==> config.mk <==
export PLATFORM = sky130hd
export DESIGN_NAME = stk_top_cache
export DESIGN_NICKNAME = d
export VERILOG_FILES = /design/src/rtl/stk_pkg.sv /design/src/rtl/stk_regfile.sv /design/src/rtl/stk_cond.sv /design/src/rtl/stk_mem_ctl.sv /design/src/rtl/stk_top_cache.sv
export SDC_FILE = /design/constraint.sdc
export NUM_CORES = 1
export LEC_CHECK = 0
export BUFFER_PORTS_ARGS = -buffer_cell sky130_fd_sc_hd__buf_2
export CAP_MARGIN = 40
export CORE_MARGIN = 3
export CORE_UTILIZATION = 45
export DETAILED_ROUTE_END_ITERATION = 10
export PLACE_DENSITY = 0.75
export SLEW_MARGIN = 5
export SYNTH_ARGS = -nofsm -noshare
export SYNTH_HDL_FRONTEND = slang
export SYNTH_SLANG_ARGS = --single-unit
==> constraint.sdc <==
create_clock -name clk -period 3.3 [get_ports clk]
set_clock_uncertainty 0.05 [all_clocks]
set_input_delay 0.66 -clock clk [delete_from_list [all_inputs] [get_ports clk]]
set_output_delay 0.66 -clock clk [all_outputs]
set_load 0.005 [all_outputs]
==> src/rtl/stk_pkg.sv <==
package stk_pkg;
   typedef enum logic [2:0] {
      OP_NOP = 3'd0, OP_PUSH = 3'd1, OP_POP = 3'd2, OP_DUP = 3'd3,
      OP_SWAP = 3'd4, OP_BIN = 3'd5, OP_BRANCH = 3'd6, OP_RSV = 3'd7
   } stk_op_e;

   typedef enum logic [2:0] {
      CC_EQ = 3'd0, CC_NE = 3'd1, CC_LT = 3'd2, CC_GT = 3'd3,
      CC_LE = 3'd4, CC_GE = 3'd5, CC_R6 = 3'd6, CC_R7 = 3'd7
   } stk_cc_e;

   typedef enum logic [2:0] {
      RF_HOLD, RF_PUSH, RF_POP, RF_SWAP, RF_MERGE, RF_APPEND, RF_DROP
   } rf_cmd_e;

   typedef enum logic [1:0] {MC_IDLE, MC_SPILL, MC_FILL} mc_state_e;
endpackage

==> src/rtl/stk_regfile.sv <==
module stk_regfile
   import stk_pkg::*;
#(
   parameter int DW    = 32,
   parameter int DEPTH = 4,
   localparam int CW   = $clog2(DEPTH + 1)
) (
   input  logic          clk,
   input  logic          rst_n,
   input  rf_cmd_e       cmd,
   input  logic [DW-1:0] din,
   output logic [DW-1:0] ent [DEPTH],
   output logic [CW-1:0] cnt
);
   if (DEPTH < 2) begin : g_bad_depth
      $error("stk_regfile: DEPTH must be at least 2");
   end

   for (genvar i = 0; i < DEPTH; i++) begin : g_slot
      logic [DW-1:0] up_v, dn_v, nxt;
      if (i == 0) begin : g_up_in
         assign up_v = din;
      end else begin : g_up_nb
         assign up_v = ent[i-1];
      end
      if (i == DEPTH - 1) begin : g_dn_zero
         assign dn_v = '0;
      end else begin : g_dn_nb
         assign dn_v = ent[i+1];
      end

      always_comb begin
         nxt = ent[i];
         unique case (cmd)
            RF_PUSH:   nxt = up_v;
            RF_POP:    nxt = dn_v;
            RF_SWAP:   nxt = (i == 0) ? dn_v : ((i == 1) ? up_v : ent[i]);
            RF_MERGE:  nxt = (i == 0) ? din : dn_v;
            RF_APPEND: nxt = (CW'(i) == cnt) ? din : ent[i];
            default:   nxt = ent[i];
         endcase
      end

      always_ff @(posedge clk or negedge rst_n) begin
         if (!rst_n) ent[i] <= '0;
         else        ent[i] <= nxt;
      end
   end

   always_ff @(posedge clk or negedge rst_n) begin
      if (!rst_n) cnt <= '0;
      else begin
         unique case (cmd)
            RF_PUSH, RF_APPEND:        cnt <= cnt + 1'b1;
            RF_POP, RF_MERGE, RF_DROP: cnt <= cnt - 1'b1;
            default:                   cnt <= cnt;
         endcase
      end
   end

   assert_append_room_R9: assert property (@(posedge clk) disable iff (!rst_n)
      (cmd == RF_APPEND) |-> (cnt < CW'(DEPTH)));
   assert_push_room_R2: assert property (@(posedge clk) disable iff (!rst_n)
      (cmd == RF_PUSH) |-> (cnt < CW'(DEPTH)));
endmodule

==> src/rtl/stk_cond.sv <==
module stk_cond
   import stk_pkg::*;
#(
   parameter int DW = 32
) (
   input  logic [DW-1:0] val,
   input  logic [2:0]    cc,
   output logic          hit
);
   logic zero, neg;
   assign zero = (val == '0);
   assign neg  = val[DW-1];

   always_comb begin
      unique case (stk_cc_e'(cc))
         CC_EQ:   hit = zero;
         CC_NE:   hit = !zero;
         CC_LT:   hit = neg;
         CC_GT:   hit = !neg && !zero;
         CC_LE:   hit = neg || zero;
         CC_GE:   hit = !neg;
         default: hit = 1'b0;
      endcase
   end
endmodule

==> src/rtl/stk_mem_ctl.sv <==
module stk_mem_ctl
   import stk_pkg::*;
#(
   parameter int AW = 8
) (
   input  logic          clk,
   input  logic          rst_n,
   input  logic          start_spill,
   input  logic          start_fill,
   input  logic          mem_ack,
   output logic          idle,
   output logic          mem_req,
   output logic          mem_we,
   output logic [AW-1:0] mem_addr,
   output logic [AW-1:0] sp,
   output logic          spill_done,
   output logic          fill_done
);
   mc_state_e st;

   assign idle       = (st == MC_IDLE);
   assign mem_req    = !idle;
   assign mem_we     = (st == MC_SPILL);
   assign mem_addr   = mem_we ? sp : sp - 1'b1;
   assign spill_done = (st == MC_SPILL) && mem_ack;
   assign fill_done  = (st == MC_FILL) && mem_ack;

   always_ff @(posedge clk or negedge rst_n) begin
      if (!rst_n) begin
         st <= MC_IDLE;
         sp <= '0;
      end else begin
         unique case (st)
            MC_IDLE:  if (start_spill) st <= MC_SPILL;
                      else if (start_fill) st <= MC_FILL;
            MC_SPILL: if (mem_ack) begin st <= MC_IDLE; sp <= sp + 1'b1; end
            MC_FILL:  if (mem_ack) begin st <= MC_IDLE; sp <= sp - 1'b1; end
            default:  st <= MC_IDLE;
         endcase
      end
   end

   assert_spill_ptr_R2: assert property (@(posedge clk) disable iff (!rst_n)
      spill_done |=> (sp == $past(sp) + 1'b1));
   assert_fill_ptr_R9: assert property (@(posedge clk) disable iff (!rst_n)
      fill_done |=> (sp == $past(sp) - 1'b1));
   assert_one_start_R3: assert property (@(posedge clk) disable iff (!rst_n)
      !(start_spill && start_fill));
endmodule

==> src/rtl/stk_top_cache.sv <==
module stk_top_cache
   import stk_pkg::*;
#(
   parameter int DW    = 32,
   parameter int DEPTH = 4,
   parameter int AW    = 8,
   localparam int CW   = $clog2(DEPTH + 1)
) (
   input  logic          clk,
   input  logic          rst_n,
   input  logic          req_valid,
   input  logic [2:0]    req_op,
   input  logic [DW-1:0] req_imm,
   input  logic [2:0]    req_cc,
   output logic          req_ready,
   input  logic [DW-1:0] alu_res,
   output logic [DW-1:0] top_q,
   output logic [DW-1:0] next_q,
   output logic          top_valid,
   output logic          br_taken,
   output logic          err_underflow,
   output logic          mem_req,
   output logic          mem_we,
   output logic [AW-1:0] mem_addr,
   output logic [DW-1:0] mem_wdata,
   input  logic [DW-1:0] mem_rdata,
   input  logic          mem_ack
);
   if (AW + 1 < CW) begin : g_bad_aw
      $error("stk_top_cache: AW too small for DEPTH");
   end

   stk_op_e       op;
   rf_cmd_e       rf_cmd;
   logic [DW-1:0] rf_din;
   logic [DW-1:0] ent [DEPTH];
   logic [CW-1:0] cnt;
   logic [AW-1:0] sp;
   logic          idle, spill_done, fill_done, cond_hit;
   logic [1:0]    need;
   logic          grows, uflow, need_spill, need_fill, fire;
   logic [AW:0]   avail;

   assign op = stk_op_e'(req_op);

   always_comb begin
      unique case (op)
         OP_POP, OP_DUP, OP_BRANCH: need = 2'd1;
         OP_SWAP, OP_BIN:           need = 2'd2;
         default:                   need = 2'd0;
      endcase
   end

   assign grows      = (op == OP_PUSH) || (op == OP_DUP);
   assign avail      = {1'b0, sp} + (AW+1)'(cnt);
   assign uflow      = (AW+1)'(need) > avail;
   assign need_fill  = !uflow && (CW'(need) > cnt);
   assign need_spill = grows && (cnt == CW'(DEPTH));
   assign req_ready  = idle && !(req_valid && (need_fill || need_spill));
   assign fire       = req_valid && req_ready;

   always_comb begin
      rf_cmd = RF_HOLD;
      rf_din = req_imm;
      if (spill_done) rf_cmd = RF_DROP;
      else if (fill_done) begin
         rf_cmd = RF_APPEND;
         rf_din = mem_rdata;
      end else if (fire && !uflow) begin
         unique case (op)
            OP_PUSH:           rf_cmd = RF_PUSH;
            OP_DUP:            begin rf_cmd = RF_PUSH; rf_din = ent[0]; end
            OP_POP, OP_BRANCH: rf_cmd = RF_POP;
            OP_SWAP:           rf_cmd = RF_SWAP;
            OP_BIN:            begin rf_cmd = RF_MERGE; rf_din = alu_res; end
            default:           rf_cmd = RF_HOLD;
         endcase
      end
   end

   stk_regfile #(.DW(DW), .DEPTH(DEPTH)) u_rf (
      .clk(clk), .rst_n(rst_n), .cmd(rf_cmd), .din(rf_din), .ent(ent), .cnt(cnt)
   );

   stk_mem_ctl #(.AW(AW)) u_mc (
      .clk(clk), .rst_n(rst_n),
      .start_spill(idle && req_valid && need_spill),
      .start_fill(idle && req_valid && need_fill),
      .mem_ack(mem_ack), .idle(idle), .mem_req(mem_req), .mem_we(mem_we),
      .mem_addr(mem_addr), .sp(sp), .spill_done(spill_done), .fill_done(fill_done)
   );

   stk_cond #(.DW(DW)) u_cc (.val(ent[0]), .cc(req_cc), .hit(cond_hit));

   assign top_q         = ent[0];
   assign next_q        = ent[1];
   assign top_valid     = (cnt != '0);
   assign mem_wdata     = ent[DEPTH-1];
   assign br_taken      = fire && !uflow && (op == OP_BRANCH) && cond_hit;
   assign err_underflow = fire && uflow;

   assert_onchip_max_R1: assert property (@(posedge clk) disable iff (!rst_n)
      cnt <= CW'(DEPTH));
   assert_spill_full_R2: assert property (@(posedge clk) disable iff (!rst_n)
      (mem_req && mem_we) |-> (cnt == CW'(DEPTH)));
   assert_stall_R3: assert property (@(posedge clk) disable iff (!rst_n)
      mem_req |-> !req_ready);
   assert_uflow_hold_R10: assert property (@(posedge clk) disable iff (!rst_n)
      err_underflow |=> ($stable(cnt) && $stable(sp)));
   assert_fill_room_R9: assert property (@(posedge clk) disable iff (!rst_n)
      (mem_req && !mem_we) |-> (cnt < CW'(DEPTH)));
endmodule

-- Word-level counts from Yosys, hierarchy flattened
Cells that the tools add are included.
- magnitude comparators: 2
- $add $sub $neg: 5
- mux-type cells: 27
- equal/unequal tests: 31
- reduce and logical (&&, ||, !) cells: 50
- operator list (kind ; count):
    $pmux 32 s3 ; 4
    $mux 32 ; 7
    $pmux 32 s2 ; 1
    $logic_not 32->1 ; 1
    $eq 3x3->1 const B ; 9
    $mux 8 ; 3
    $eq 3x2->1 const B ; 6
    $reduce_or 2->1 ; 9
    $pmux 8 s2 ; 1
    $logic_and 1x1->1 ; 15
    $pmux 3 s4 ; 1
    $reduce_bool 3->1 ; 4
    $ne 2x1->1 const B ; 5
    $reduce_and 2->1 ; 5
    $add 8x3->9 ; 1
    $eq 3x1->1 const B ; 3
    $gt 2x9->1 ; 1
    $mux 3 ; 3
    $add 8x1->8 const B ; 1
    $pmux 2 s2 ; 2
    $sub 8x1->8 const B ; 1
    $eq 2x3->1 const A ; 2
    $logic_not 3->1 ; 2
    $mux 2 ; 3
    other kinds (16) ; 25
- output and inout bits: 110
- register bits: 141
- word-level logic and storage cells: 122
- input port bits: 106

-- Longest topological paths before layout
Gate-level depths: netlist of run 1.
- depth in word-level cells: 19
- gate-level depth with buffers: 13
- depth with buffers taken out: 10

-- Cells and area by module
A second synthesis of run 1 with hierarchy kept.
- cells, all modules: 1145
- area, all modules: 11394.7 sq um
- by module, submodules not included (module ; sequential area each (sq um) ; cells each ; instances ; area an instance (sq um)):
    stk_regfile ; 3278.1 ; 833 ; 1 ; 8881.0
    stk_top_cache ; 0.0 ; 210 ; 1 ; 1539.0
    stk_mem_ctl ; 250.2 ; 83 ; 1 ; 827.0
    stk_cond ; 0.0 ; 19 ; 1 ; 147.6

-- Worst setup path before layout of run 1
OpenSTA, ideal clock, no wires.
- kind: register to output
- from: reg u_mc.sp[0]
- to: out req_ready
- arrival: 2592 ps
- setup slack: -2 ps
- buffers on the path: 2
- data required time: 2590 ps
- stages on the path, launching flop included: 12
- cell sequence: dfrtp_1 > ha_1 > inv_1 > fa_1 > ha_1 > a221oi_1 > o2111a_1 > o221a_1 > buf_6 > buf_6 > o21ai_0 > a21oi_1
- cells in the longest elaborated chain, start to end: 8
- RTL lines (item ; RTL line ; text):
    start: declaration ; stk_mem_ctl.sv:15 ; output logic [AW-1:0] sp,
    start signal: assignment ; stk_mem_ctl.sv:31 ; sp <= '0;
    start signal: assignment ; stk_mem_ctl.sv:36 ; MC_SPILL: if (mem_ack) begin st <= MC_IDLE; sp <= sp + 1'b1; end
    start signal: assignment ; stk_mem_ctl.sv:37 ; MC_FILL: if (mem_ack) begin st <= MC_IDLE; sp <= sp - 1'b1; end
    $add 8x3->9 ; stk_top_cache.sv:55 ; assign avail = {1'b0, sp} + (AW+1)'(cnt);
    $gt 2x9->1 ; stk_top_cache.sv:56 ; assign uflow = (AW+1)'(need) > avail;
    $logic_not 1->1 ; stk_top_cache.sv:57 ; assign need_fill = !uflow && (CW'(need) > cnt);
    $logic_and 1x1->1 ; stk_top_cache.sv:57 ;
    $logic_or 1x1->1 ; stk_top_cache.sv:59 ; assign req_ready = idle && !(req_valid && (need_fill || need_spill));
    $logic_and 1x1->1 ; stk_top_cache.sv:59 ;
    $logic_not 1->1 ; stk_top_cache.sv:59 ;
    $logic_and 1x1->1 ; stk_top_cache.sv:59 ;
    end: declaration ; stk_top_cache.sv:15 ; output logic req_ready,
No other way between the ends.

-- Worst setup path after layout of run 1
- from: reg u_rf.cnt[0]
- to: out br_taken
- cells in the longest elaborated chain, start to end: 12
- elaborated cells on any way between the ends: 15
- those cells by class: 1 x add/sub; 2 x order compare; 1 x eq/ne; 11 x reduce/logical
- RTL lines (item ; RTL line ; text):
    start: declaration ; stk_regfile.sv:13 ; output logic [CW-1:0] cnt
    start signal: assignment ; stk_regfile.sv:54 ; RF_PUSH, RF_APPEND: cnt <= cnt + 1'b1;
    start signal: assignment ; stk_regfile.sv:55 ; RF_POP, RF_MERGE, RF_DROP: cnt <= cnt - 1'b1;
    start signal: assignment ; stk_regfile.sv:56 ; default: cnt <= cnt;
    $add 8x3->9 ; stk_top_cache.sv:55 ;
    $gt 2x9->1 ; stk_top_cache.sv:56 ;
    $logic_not 1->1 ; stk_top_cache.sv:57, stk_top_cache.sv:99 ;
    $logic_and 1x1->1 ; stk_top_cache.sv:57 ;
    $logic_or 1x1->1 ; stk_top_cache.sv:59 ;
    $logic_and 1x1->1 ; stk_top_cache.sv:59 ;
    $logic_not 1->1 ; stk_top_cache.sv:59 ;
    $logic_and 1x1->1 ; stk_top_cache.sv:59 ;
    $logic_and 1x1->1 ; stk_top_cache.sv:60 ; assign fire = req_valid && req_ready;
    $logic_and 1x1->1 (*) (3 in a row) ; stk_top_cache.sv:99 ; assign br_taken = fire && !uflow && (op == OP_BRANCH) && cond_hit;
    end: declaration ; stk_top_cache.sv:20 ; output logic br_taken,
Every way passes the cells marked *; elsewhere a longest branch is shown, timed or not.

==> reports/results.tsv, run 1 <==
metric	value	unit
p_leak	5.54	nW
finalHoldViolCount	0	
async_flop_share	1.00	
cts_tree	yes	
regToRegStartpoint	u_rf.cnt[0]	
finalMaxSlewViolations	0	
p_per_area	1040	mW/mm^2
synth_fp_nets	1132	
rsz0062_at_grt	true	
violations	setup timing	
synthCells	1007	
cts-root-buf	clkbuf_16	
seq_area_frac_synth	0.370	
crit_arrival	2820	ps
min_path_type	in2async	
synth.distinct_cells	63	
wl_per_cell	23.6	um
maxSlewHeadroom	0.505	
period_share	1.07	
grt_util_all_layers	0.285	
synth.avg_cell_area	9.46	sq um
detail_route.vias_per_cell	6.37	
syn_to_final_growth	31.6	%
regToRegSetupSlack	-180	ps
synthFlopType	dfrtp_1	
synth.area.top_cells	dfrtp_1, buf_4, mux2_2, a21o_1, a221oi_1	
synth_top_area_frac	0.370	
cts_hold_buf	0	
drive_gt1_frac	0.437	
max_cap_viol_count	0	
vdd_drop_max	0.528	mV
ios	216	
dr.pass1.iters	5	
synth_edf_count	0	
vias	9243	
die_h	151	um
antenna_found_initial	0	
fin_crit	3530	ps
clock_tree.buffer_depth	2	
globalplace.congestion	0.928	
drt-initial-drc-count	763	
synth_area_leader_cell	dfrtp_1	
rows	52	
ant_nets	0	
coreArea	0.0205	sq mm
grt_pass1_vias	8872	
ys_ff_latch	141	
crit_required	2590	ps
start_util	0.465	
synth.most_common_cell	dfrtp_1	
critical_path_class	reg2out	
r2r-end	u_rf.g_slot[1].up_v[18]	
clk_pin_slew_worst_paths	60	ps
die-area	0.0229	sq mm
nets	1296	
numPortBuffers	215	
h-tree-depth	4	
grt_max_degree	77	
final_util	0.611	
path_max_fanout	3	
cp-start-kind	register	
hold-worst-slack	207	ps
status	finished with violations	
insertion_delay	420	ps
clock.fmax	283	MHz
totalWireLength	34.3	mm
worst_slew_pin_slew	742	ps
r2r_cells	15	
netlist_area	0.00952	sq mm
setup_viol	104	
cts_sinks	141	
cp-end-kind	output port	
dp_hpwl	22.2	mm
netlist_top_cells_count	dfrtp_1, buf_4, nand2_1, nor2_1, a21oi_1	
route.detailed.drc	0	
setup_ws	-234	ps
fp.dieW	151	um
n_antenna_cell	0	
globalRouteOverflowTotal	0	
yosys_warnings	0	
cts_buffers	17	
grt_pass1_wl	50.3	mm
[worst max-delay path, cell delays in order (launching register included)]
cell      delay (ps)
dfrtp_1          360
ha_2             190
inv_2             40
fa_1             520
ha_4             210
a221oi_2         250
o2111a_2         290
o221ai_4         150
buf_6            160
nand2_4           60
nor2_4            40
buf_2            130
[cells by family after synthesis]
group	share of synthesized area
AO/OA/AOI/OAI	0.269
XOR/XNOR	0.0156
adder cells (fa/ha/maj)	0.0257
buffers and inverters	0.121
flip-flops	0.370
multiplexers	0.0659
AND/OR/NAND/NOR	0.132
[cell type report]
cell class | count | area [sq um]
fill | 1681 | 7960
multi-input combinational | 676 | 5610
sequential | 141 | 3530
timing repair buffer | 320 | 2410
clock buffer | 19 | 443
tap | 270 | 338
clock inverter | 11 | 144
inverter | 15 | 56.3
[routing by layer]
metal,track usage,vias up,wire length (um)
li1,-,4020,-
met1,0.384,4592,13800
met2,0.445,546,15900
met3,0.0782,85,3660
met4,0.0925,0,982
met5,0,-,0
[where the power goes]
| group | switching, mW | internal (mW) | total, mW | leakage, nW |
|---|---|---|---|---|
| sequential | 0.976 | 2.51 | 3.49 | 1.56 |
| combinational | 3.67 | 3.94 | 7.62 | 3.69 |
| clock | 0.766 | 1.20 | 1.97 | 0.289 |
[metrics by stage]
stage                     worst slack [ps]  instances  setup TNS [ps]  power, mW  instance area [sq um]
after floorplan                       9.27       1007               0       7.45                   9520
after global placement                14.3       1387               0       9.03                  10600
after detailed placement              -133       1388           -5490       9.23                  10600
after CTS                             -191       1439           -4680       12.2                  12000
after global routing                  -364       1452          -23720       13.8                  12500
final                                 -234       1452          -11050       13.1                  12500
[cells in the final DEF, fill, tap and decap left out, drive strengths merged, types with 13 or more instances in the layout]
master / synthesis / routed
buf: 132 / 314
dfrtp: 141 / 141
nand2: 72 / 72
nor2: 66 / 66
a21oi: 47 / 47
mux2: 46 / 46
nand3: 44 / 44
a21o: 41 / 41
and2: 35 / 35
o22ai: 34 / 34
a221oi: 33 / 33
clkbuf: 43 / 25
a22o: 23 / 23
a221o: 23 / 23
a41oi: 23 / 23
a211oi: 23 / 23
o21ai: 19 / 19
ha: 18 / 18
inv: 14 / 15
o31ai: 15 / 15
xnor2: 13 / 13
[flip-flops by register name, indices dropped and copies added (netlist names)]
signal	cells
u_rf.g_slot.up_v	32
u_rf.g_slot.dn_v	96
u_mc.st	2
u_mc.sp	8
u_rf.cnt	3
[worst max-delay path by stage]
stage,start,to,slack (ps),depth (start not counted)
final,u_rf.cnt[0],br_taken,-230,11
after global routing,u_rf.cnt[0],req_ready,-360,10
after CTS,u_mc.sp[0],req_ready,-190,10
after detailed placement,u_rf.cnt[0],u_rf.g_slot[1].up_v[0],-130,12
after global placement,u_rf.cnt[0],u_rf.g_slot[1].dn_v[11],10,12
after floorplan,u_mc.sp[0],req_ready,9,11
[what timing repair did]
item	CTS	global route
hold endpoints to repair	0	0
setup endpoints to repair	83	132
gates resized for setup	102	74
pin swaps	26	26
cloned	5	7
buffers inserted	16	10
(Power assumes the default switching activity.)
==> run 2: changes to the inputs <==
- SETUP_SLACK_MARGIN: not set -> 0.02
==> run 2 against run 1 <==
Effect of this change: the run still ends with setup timing left; setup slack got worse by 42 ps; critical path depth increased by 1; die area unchanged; maximum frequency fell by 1.2%; wire length increased by 2.6%.
==> reports/results.tsv, run 2 (same netlist as run 1, synthesis figures left out) <==
metric	value	unit	change
detail_route.vias_per_cell	6.49		+2.0%
drt-initial-drc-count	1039		+36%
period_share	1.08		+0.0127
critical_path_class	reg2out		
met3_length	3.51	mm	-4.1%
start_util	0.465		unchanged
antenna_found_initial	0		unchanged
clk_pin_slew_worst_paths	70	ps	about the same
rsz0062_at_grt	true		
clock_tree.buffer_depth	2		unchanged
globalplace.congestion	0.882		-5.0%
grt_util_all_layers	0.292		+0.00763
mostFrequentLayoutCells	buf_2, dfrtp_1, nand2_1		
r2r_cells	15		unchanged
wl_met1	14.2	mm	+3.2%
coreArea	0.0205	sq mm	unchanged
path_max_fanout	3		unchanged
max_cap_viol_count	0		unchanged
drive_gt1_frac	0.421		-0.0157
insertion_delay	430	ps	about the same
vias	9463		+2.4%
p_total	13.1	mW	about the same
dr.pass1.iters	5		unchanged
grt_max_degree	62		-19%
h-tree-depth	4		unchanged
min_path_type	in2async		
finalMaxSlewViolations	0		unchanged
seq_area	0.00353	sq mm	unchanged
clock.fmax	280	MHz	-1.2%
fin_crit	3580	ps	+41.9 ps
final_common_cell	buf_2		
grt_pass1_wl	51.7	mm	+3.0%
p_per_area	1050	mW/mm^2	+0.70%
crit_slowest_cell	fa_1		
crit_buf_inv	4		+1
worst_slew_pin_slew	621	ps	-121 ps
die-area	0.0229	sq mm	unchanged
cts_buffers	17		unchanged
dp_hpwl	22.4	mm	+1.2%
crit_family	adder cells		
largest_reg_flops	96		unchanged
numPortBuffers	215		unchanged
n_antenna_cell	0		unchanged
cts_sinks	141		unchanged
ant_nets	0		unchanged
status	finished with violations		
pre_cts_ws	-31.9	ps	+101 ps
finalHoldViolCount	0		unchanged
nets	1300		+0.31%
worst-path-stages	12		+1
globalRouteOverflowTotal	0		unchanged
max_stage_delay	520	ps	about the same
syn_to_final_growth	30.6	%	
rows	52		unchanged
grt_pass1_vias	9011		+1.6%
cts-root-buf	clkbuf_16		
setup_ws	-275	ps	-41.9 ps
crit_chain	ha_2 -> inv_2 -> fa_1 -> ha_4 -> a221oi_2 -> o2111a_1 -> buf_4 -> o221ai_4 -> buf_6 -> nand2_2 -> nor2_1 -> buf_2		
route.detailed.drc	0		unchanged
cp-end-kind	output port		
cts_tree	yes		
crit_arrival	2870	ps	+50 ps
fp.dieW	151	um	unchanged
nFillCells	1706		+1.5%
top_layer_used	met4		
violations	setup timing		
wl_per_cell	24.1	um	+2.2%
vdd_drop_max	0.581	mV	+10%
p_leak	5.59	nW	+0.94%
crit_required	2590	ps	about the same
totalWireLength	35.2	mm	+2.6%
die_h	151	um	unchanged
maxSlewHeadroom	0.586		+0.0808
multi_input_area	0.00548	sq mm	-2.3%
ios	216		unchanged
wl_met2	16.3	mm	+2.5%
cp-start-kind	register		
setup_viol	38		-63%
-- run 2: cell types whose count changed in the layout (fill, tap and decap cells not counted), moves of 6 or more --
cell      delta
buf_12       -6
a22oi_1      +6
mux2_2      -10
a22oi_2      -6
a221oi_2     -7
buf_6        -6
buf_16       +6
a221oi_1    +10
mux2_4      +10
buf_4       +11
-- run 2: final cells by class --
cell class | instances | share of cell area
multi-input combinational | 676 | 0.440
sequential | 141 | 0.284
timing repair buffer | 324 | 0.197
clock buffer | 19 | 0.0364
tap | 270 | 0.0272
clock inverter | 13 | 0.0112
inverter | 15 | 0.00453
-- run 2: path summary, 6_finish.rpt --
kind	start	to	slack [ps]
setup / recovery	u_rf.cnt[0]	br_taken	-280
hold / removal	rst_n	u_rf.g_slot[0].dn_v[10]	150
setup reg to reg	u_rf.cnt[0]	u_rf.g_slot[2].dn_v[3]	-100
hold reg to reg	u_rf.g_slot[2].dn_v[30]	u_rf.g_slot[2].dn_v[30]	490
max in group asynchronous	rst_n	u_rf.g_slot[2].dn_v[28]	2310
min in group clk	req_imm[12]	u_rf.g_slot[1].up_v[12]	470
-- run 2: metrics by stage --
step,area (sq um),hold WS [ps],utilization,TNS [ps],std cells
5_1_grt,12400,189,0.607,-8970,1458
4_1_cts,12100,175,0.590,-5490,1452
6_report,12400,151,0.607,-2510,1458
3_3_place_gp,10600,450,0.517,0,1390
3_5_place_dp,10600,454,0.518,-580,1391
2_1_floorplan,9520,314,-,0,1007
-- run 2: worst reg2reg max path: cells and delay by family (launching register included) --
family / cells / cell delay, ps
DFF: 1 / 360
buffers and inverters: 6 / 770
and+or+nand+nor: 1 / 50
muxes: 1 / 300
AOI/OAI and AO/OA: 4 / 840
adders and majority gates: 3 / 920
-- run 2: repair_timing --
action                                  4_1_cts  5_1_grt
endpoints found under the hold margin         0        0
hold buffers                                  0        0
endpoints found under the setup margin       61      133
buffers inserted                             22        4
gates cloned                                  9        5
resized for setup                           118       43
pin swaps                                    37        7
-- run 2: power breakdown --
part / switching, mW / leakage (nW) / internal (mW)
Sequential: 1.00 / 1.56 / 2.51
Clock: 0.815 / 0.278 / 1.15
Combinational: 3.64 / 3.75 / 3.95
-- run 2: metal layers --
layer / up-vias / track usage
li1: 4026 / -
met4: 0 / 0.123
met3: 96 / 0.0642
met2: 619 / 0.448
met5: - / 0
met1: 4722 / 0.400
